==> config.mk <==
export PLATFORM = sky130hd
export DESIGN_NAME = irq_latch_ctrl
export DESIGN_NICKNAME = d
export VERILOG_FILES = /design/src/rtl/irq_latch_pkg.sv /design/src/rtl/intc_status_bank.sv /design/src/rtl/intc_mask_bank.sv /design/src/rtl/intc_irq_fsm.sv /design/src/rtl/intc_read_mux.sv /design/src/rtl/irq_latch_ctrl.sv
export SDC_FILE = /design/constraint.sdc
export NUM_CORES = 1
export LEC_CHECK = 0
export ABC_AREA = 1
export BUFFER_PORTS_ARGS = -buffer_cell sky130_fd_sc_hd__buf_2
export CAP_MARGIN = 20
export CORE_AREA = 2 2 76 56
export CTS_CLUSTER_DIAMETER = 40
export DETAILED_ROUTE_END_ITERATION = 12
export DIE_AREA = 0 0 78 58
export GPL_ROUTABILITY_DRIVEN = 0
export PLACE_DENSITY = 0.59
export SYNTH_ARGS = -nofsm -noshare
export SYNTH_HDL_FRONTEND = slang
export SYNTH_SLANG_ARGS = --single-unit
==> constraint.sdc <==
create_clock -name clk -period 1.2 [get_ports clk]
set_clock_uncertainty 0.2 [all_clocks]
set_input_delay 0.12 -clock clk [delete_from_list [all_inputs] [get_ports clk]]
set_output_delay 0.12 -clock clk [all_outputs]
set_load 0.05 [all_outputs]
==> src/rtl/irq_latch_pkg.sv <==
package irq_latch_pkg;

    typedef enum logic [1:0] {
        REG_STATUS = 2'd0,
        REG_MASK   = 2'd1,
        REG_SENSE  = 2'd2,
        REG_NONE   = 2'd3
    } reg_sel_e;

    typedef enum logic {
        IRQ_QUIET  = 1'b0,
        IRQ_RAISED = 1'b1
    } irq_state_e;

endpackage

==> src/rtl/intc_status_bank.sv <==
module intc_status_bank #(
    parameter int NUM_SRC = 8
) (
    input  logic               clk,
    input  logic               rst_n,
    input  logic [NUM_SRC-1:0] ev_pulse,
    input  logic [NUM_SRC-1:0] clr_vec,
    output logic [NUM_SRC-1:0] status_q,
    output logic [NUM_SRC-1:0] status_nxt
);

    for (genvar i = 0; i < NUM_SRC; i++) begin : g_bit
        // a set on the same cycle as a clear wins
        assign status_nxt[i] = ev_pulse[i] | (status_q[i] & ~clr_vec[i]);

        always_ff @(posedge clk or negedge rst_n) begin
            if (!rst_n) status_q[i] <= 1'b0;
            else        status_q[i] <= status_nxt[i];
        end
    end

endmodule

==> src/rtl/intc_mask_bank.sv <==
module intc_mask_bank #(
    parameter int NUM_SRC  = 8,
    parameter int BOOT_IDX = 0
) (
    input  logic               clk,
    input  logic               rst_n,
    input  logic               load,
    input  logic [NUM_SRC-1:0] load_bits,
    output logic [NUM_SRC-1:0] mask_q,
    output logic [NUM_SRC-1:0] mask_nxt
);

    localparam logic [NUM_SRC-1:0] RST_MASK = ~(NUM_SRC'(1) << BOOT_IDX);

    assign mask_nxt = load ? load_bits : mask_q;

    always_ff @(posedge clk or negedge rst_n) begin
        if (!rst_n) mask_q <= RST_MASK;
        else        mask_q <= mask_nxt;
    end

endmodule

==> src/rtl/intc_irq_fsm.sv <==
module intc_irq_fsm
    import irq_latch_pkg::*;
(
    input  logic clk,
    input  logic rst_n,
    input  logic pend_nxt,
    output logic irq_o
);

    irq_state_e state_q, state_d;

    always_ff @(posedge clk or negedge rst_n) begin
        if (!rst_n) state_q <= IRQ_QUIET;
        else        state_q <= state_d;
    end

    always_comb begin
        state_d = state_q;
        unique case (state_q)
            IRQ_QUIET:  if (pend_nxt)  state_d = IRQ_RAISED;
            IRQ_RAISED: if (!pend_nxt) state_d = IRQ_QUIET;
            default:    state_d = IRQ_QUIET;
        endcase
    end

    assign irq_o = (state_q == IRQ_RAISED);

endmodule

==> src/rtl/intc_read_mux.sv <==
module intc_read_mux
    import irq_latch_pkg::*;
#(
    parameter int NUM_SRC = 8,
    parameter int DATA_W  = 16
) (
    input  logic               rd_en,
    input  reg_sel_e           sel,
    input  logic [NUM_SRC-1:0] status_q,
    input  logic [NUM_SRC-1:0] mask_q,
    input  logic [NUM_SRC-1:0] sense,
    output logic [DATA_W-1:0]  rd_data
);

    always_comb begin
        rd_data = '0;
        if (rd_en) begin
            unique case (sel)
                REG_STATUS: rd_data = DATA_W'(status_q);
                REG_MASK:   rd_data = DATA_W'(mask_q);
                REG_SENSE:  rd_data = DATA_W'(sense);
                default:    rd_data = '0;
            endcase
        end
    end

endmodule

==> src/rtl/irq_latch_ctrl.sv <==
module irq_latch_ctrl
    import irq_latch_pkg::*;
#(
    parameter int NUM_SRC  = 8,
    parameter int DATA_W   = 16,
    parameter int ADDR_W   = 2,
    parameter int BOOT_IDX = 0
) (
    input  logic               clk,
    input  logic               rst_n,
    input  logic [NUM_SRC-1:0] ev_pulse,
    input  logic [NUM_SRC-1:0] src_level,
    input  logic               wr_en,
    input  logic               rd_en,
    input  logic [ADDR_W-1:0]  addr,
    input  logic [DATA_W-1:0]  wr_data,
    output logic [DATA_W-1:0]  rd_data,
    output logic               irq_o
);

    reg_sel_e           sel;
    logic [NUM_SRC-1:0] clr_vec;
    logic [NUM_SRC-1:0] status_q, status_nxt;
    logic [NUM_SRC-1:0] mask_q, mask_nxt;
    logic               mask_load;
    logic               pend_nxt;
    logic               unused_wr_hi;

    assign sel = ((addr >> 2) == '0) ? reg_sel_e'(addr[1:0]) : REG_NONE;

    assign clr_vec      = (wr_en && sel == REG_STATUS) ? wr_data[NUM_SRC-1:0] : '0;
    assign mask_load    = wr_en && (sel == REG_MASK);
    assign unused_wr_hi = ^wr_data;

    intc_status_bank #(.NUM_SRC(NUM_SRC)) u_status (
        .clk        (clk),
        .rst_n      (rst_n),
        .ev_pulse   (ev_pulse),
        .clr_vec    (clr_vec),
        .status_q   (status_q),
        .status_nxt (status_nxt)
    );

    intc_mask_bank #(.NUM_SRC(NUM_SRC), .BOOT_IDX(BOOT_IDX)) u_mask (
        .clk       (clk),
        .rst_n     (rst_n),
        .load      (mask_load),
        .load_bits (wr_data[NUM_SRC-1:0]),
        .mask_q    (mask_q),
        .mask_nxt  (mask_nxt)
    );

    assign pend_nxt = |(status_nxt & ~mask_nxt);

    intc_irq_fsm u_fsm (
        .clk      (clk),
        .rst_n    (rst_n),
        .pend_nxt (pend_nxt),
        .irq_o    (irq_o)
    );

    intc_read_mux #(.NUM_SRC(NUM_SRC), .DATA_W(DATA_W)) u_rd (
        .rd_en    (rd_en),
        .sel      (sel),
        .status_q (status_q),
        .mask_q   (mask_q),
        .sense    (src_level),
        .rd_data  (rd_data)
    );

endmodule

== After elaboration in Yosys (flattened, before gate mapping) ==
Cells that the tools add are included.
Cells by class
  eq/ne operators: 2
  multiplexer cells: 5
  bitwise operators: 26
  reductions and logical operators: 4
Operators with widths (number)
  $pmux W8 S3: 1
  $mux W16: 1
  $mux W8: 2
  $and A1 B1 Y1: 8
  $and A8 B8 Y8: 1
  $not A1 Y1: 8
  $not A8 Y8: 1
  $or A1 B1 Y1: 8
  $reduce_or A8 Y1: 1
  $eq A2 B1 Y1 const B: 1
  $eq A2 B2 Y1 const B: 1
  $logic_and A1 B1 Y1: 2
  $logic_not A2 Y1: 1
  $mux W1: 1
Storage, ports and cells
  logic and storage cells: 47
  output and inout bits: 17
  input port bits: 38
  bits in registers: 17

== Depth between registers and ports, before layout ==
  depth after elaboration: 9
  gate-level depth with buffers: 9
  depth with buffers taken out: 9

== By module ==
A second synthesis with hierarchy kept.
Second synthesis, totals
  cells, all modules: 180
  area total of the unflattened synthesis: 1157.4 um2
By module, submodules not included
  intc_read_mux: area an instance 331.6 um2, seq. area each 0.0 um2, times used 1, cells each 63
  intc_status_bank: area an instance 320.3 um2, seq. area each 200.2 um2, times used 1, cells each 40
  intc_mask_bank: area an instance 314.1 um2, seq. area each 209.0 um2, times used 1, cells each 34
  irq_latch_ctrl: area an instance 166.4 um2, seq. area each 0.0 um2, times used 1, cells each 42
  intc_irq_fsm: area an instance 25.0 um2, seq. area each 25.0 um2, times used 1, cells each 1

== Least setup slack after synthesis ==
Ideal clock, no wire load.
  kind: register to output
  start: reg u_mask.mask_q[1]
  end: out rd_data[1]
  data arrival time: 1.055 ns
  path slack: -0.175 ns
  buffers on the path: 0
  cell stages (with the launch flop): 5
  data required time: 0.880 ns
  cell sequence: dfstp_2 inv_1 o211ai_1 nand2_1 inv_1
Between the ends
  longest elaborated chain between the ends: 2
Ends and longest elaborated chain
  start: declaration: line intc_mask_bank.sv:9  | output logic [NUM_SRC-1:0] mask_q,
  start signal: assignment: line intc_mask_bank.sv:19  | else mask_q <= mask_nxt;
  $pmux W8 S3: line intc_read_mux.sv:18  | unique case (sel)
  $mux W16: line intc_read_mux.sv:17  | if (rd_en) begin
  end: declaration: line irq_latch_ctrl.sv:17  | output logic [DATA_W-1:0] rd_data,
No other way between the ends.

== Worst setup path after layout ==
  start: reg u_mask.mask_q[7]
  end: out rd_data[7]
The elaborated chain is that of the path after synthesis.

==> flow_summary.toml <==
[outcome]
status = "complete, but fails checks"
violations = "negative hold slack, negative setup slack"

[cts]
path_clk_slew_ns = 0.07
htreeDepth = 1
root_buffer = "clkbuf_8"
postCtsHoldBufs = 3
tritoncts = "yes"
cts_buffers = 3
clock_path_buffers = 2
clk_latency_ns = 0.26
clkSinkCount = 17

[synth]
ys_seq_area_frac = 0.393
yosysWarningCount = 0
syn_inst = 170
ys_top_cells_by_area = "nand2_1, dfrtp_1, dfstp_2, inv_1, buf_4"
syn-cell-area_um2 = 1100
ys_ff_latch = 17
synth_top_area_frac = 0.265
syn_avg_cell_area_um2 = 6.50
yosysUniqueCellTypes = 14
synth_top_cell_by_area = "nand2_1"

[global_route]
grt_pass1_wl_um = 4870
grt_pass1_vias = 1066
grt_max_degree = 18
antenna_found_initial = 0
overflow = 0
grt_use_total = 0.144

[setup_path]
reg2reg_depth = 8
critical_path_arrival_ns = 1.32
cp-start-kind = "flop"
crit_path_max_fanout = 2
reg2reg_slack_ns = -0.19
worst-setup-path-type = "reg -> out"
cp.required_ns = 0.88
worstSetupEndpointType = "output port"
r2r_end = "u_fsm.irq_o"
rr_startpoint = "u_mask.mask_q[1]"

[floorplanning]
core_area_um2 = 3800
initial_core_util = 0.290
fp.dieH_um = 58
dieArea_um2 = 4520
chipWidth_um = 78
ioPinCount = 55
rows = 19

[sta]
setup_tns_ns = -3.63
min_period_over_period = 1.37
hold_violations = 9
setup_ws_ns = -0.441
drv_slew = 0
fmax_ghz = 0.609
setup_violations = 13
rsz0062_at_grt = "true"
fin_crit_ns = 1.64
fin_hold_ws_ns = -0.133

[finish]
diodes = 0
drive_gt1_frac = 0.433
final_common_cell = "nand2_1"
area_delta_synth_final_pct = 56.6
fill_cells = 407
final_cell_mix = "nand2_1, buf_2, inv_1"
final_nets = 272
fin_area_um2 = 1730

[hold_path]
hold_class = "in -> reg"
whs_path_depth = 3
hold_path_end = "u_status.status_q[2]"
min_from = "ev_pulse[2]"

[route]
wire_per_inst_um = 10.7
num_vias = 1173
drt_wl_total_um = 3040
routed_via_density = 4.12
ant_nets = 0
drc = 0
drt_iter0_markers = 86
drt-pass1-iter-count = 4

[pwr]
power.share.switching = 0.347
seq_power_share = 0.358
switchingPower_mw = 0.659
p_int_mw = 1.24
power_frac_clock = 0.234
power_density_nw_per_um2 = 1100
pwr-share-comb = 0.408
p_leak_nw = 0.936
total_power_mw = 1.90
peakVddDrop_mv = 0.801

[run]
cap_violations = 0

[placement]
portBuffers = 38
dpl.hpwl_um = 2120
placed_area_um2 = 1480
-- registers in the layout (all words and copies together) (netlist names) --
register	flops
u_fsm.irq_o	1
u_mask.mask_q	8
u_status.status_q	8
-- worst max-delay path: stages, from the launching register on --
cell and delay (ns):
dfstp_2 0.52, inv_2 0.03, o211ai_1 0.17, nand2_1 0.11, clkinvlp_4 0.09, buf_8 0.13
-- cells in the mapped netlist (all sizes together) --
master	instances
inv	42
buf	11
o211ai	8
nor2	4
nand3	9
nand2	78
dfrtp	10
conb	1
dfstp	7
-- cells by family after synthesis --
family,count (synthesis),synth area share
buffers and inverters,53,0.219
DFF,17,0.393
AOI/OAI and AO/OA,8,0.0544
other,1,0.00339
and+or+nand+nor,91,0.331
-- area by class of cell --
cell class | count | area [um2] | share of cell area
sequential | 17 | 434 | 0.251
timing repair buffer | 63 | 518 | 0.299
clock buffer | 4 | 45.0 | 0.0260
inverter | 42 | 190 | 0.110
tap | 52 | 65.1 | 0.0376
multi-input combinational | 107 | 478 | 0.276
-- per-stage QoR --
stage | setup slack (ns) | instances | util
CTS | -0.455 | 283 | 0.440
detailed placement | -0.392 | 274 | 0.389
global placement | -0.345 | 274 | 0.389
floorplan | -0.0887 | 177 | -
finish | -0.441 | 285 | 0.455
global route | -0.525 | 285 | 0.455
-- how the worst max path moves through the flow --
stage | from | endpoint | slack [ns] | cells past startpoint
floorplan | u_mask.mask_q[1] | rd_data[1] | -0.09 | 4
global placement | addr[1] | rd_data[3] | -0.35 | 7
CTS | u_mask.mask_q[5] | rd_data[5] | -0.45 | 5
finish | u_mask.mask_q[7] | rd_data[7] | -0.44 | 5
global route | u_mask.mask_q[4] | rd_data[4] | -0.52 | 5
detailed placement | addr[1] | rd_data[7] | -0.39 | 7
-- per-layer routing --
metal	global-route usage	vias up	routed length (um)
met2	0.220	35	1300
met1	0.195	526	1510
met5	0	-	0
met3	0.0483	5	191
li1	-	607	-
met4	0.0451	0	35
-- repair_timing --
| action | 4_1_cts | 5_1_grt |
|---|---|---|
| pin swaps | 17 | 10 |
| setup endpoints to repair | 13 | 17 |
| resized for setup | 43 | 16 |
| hold endpoints to repair | 26 | 6 |
| setup buffers | 5 | 4 |
-- power by group through the flow --
stage	registers [mW]	logic, mW	clock network (mW)
4_1_cts	0.679	0.727	0.459
3_3_place_gp	0.679	0.614	0
2_1_floorplan	0.688	0.387	0
3_5_place_dp	0.680	0.617	0
5_1_grt	0.684	0.852	0.484
6_report	0.680	0.775	0.445
No activity file was read; power rests on OpenSTA's default activity.
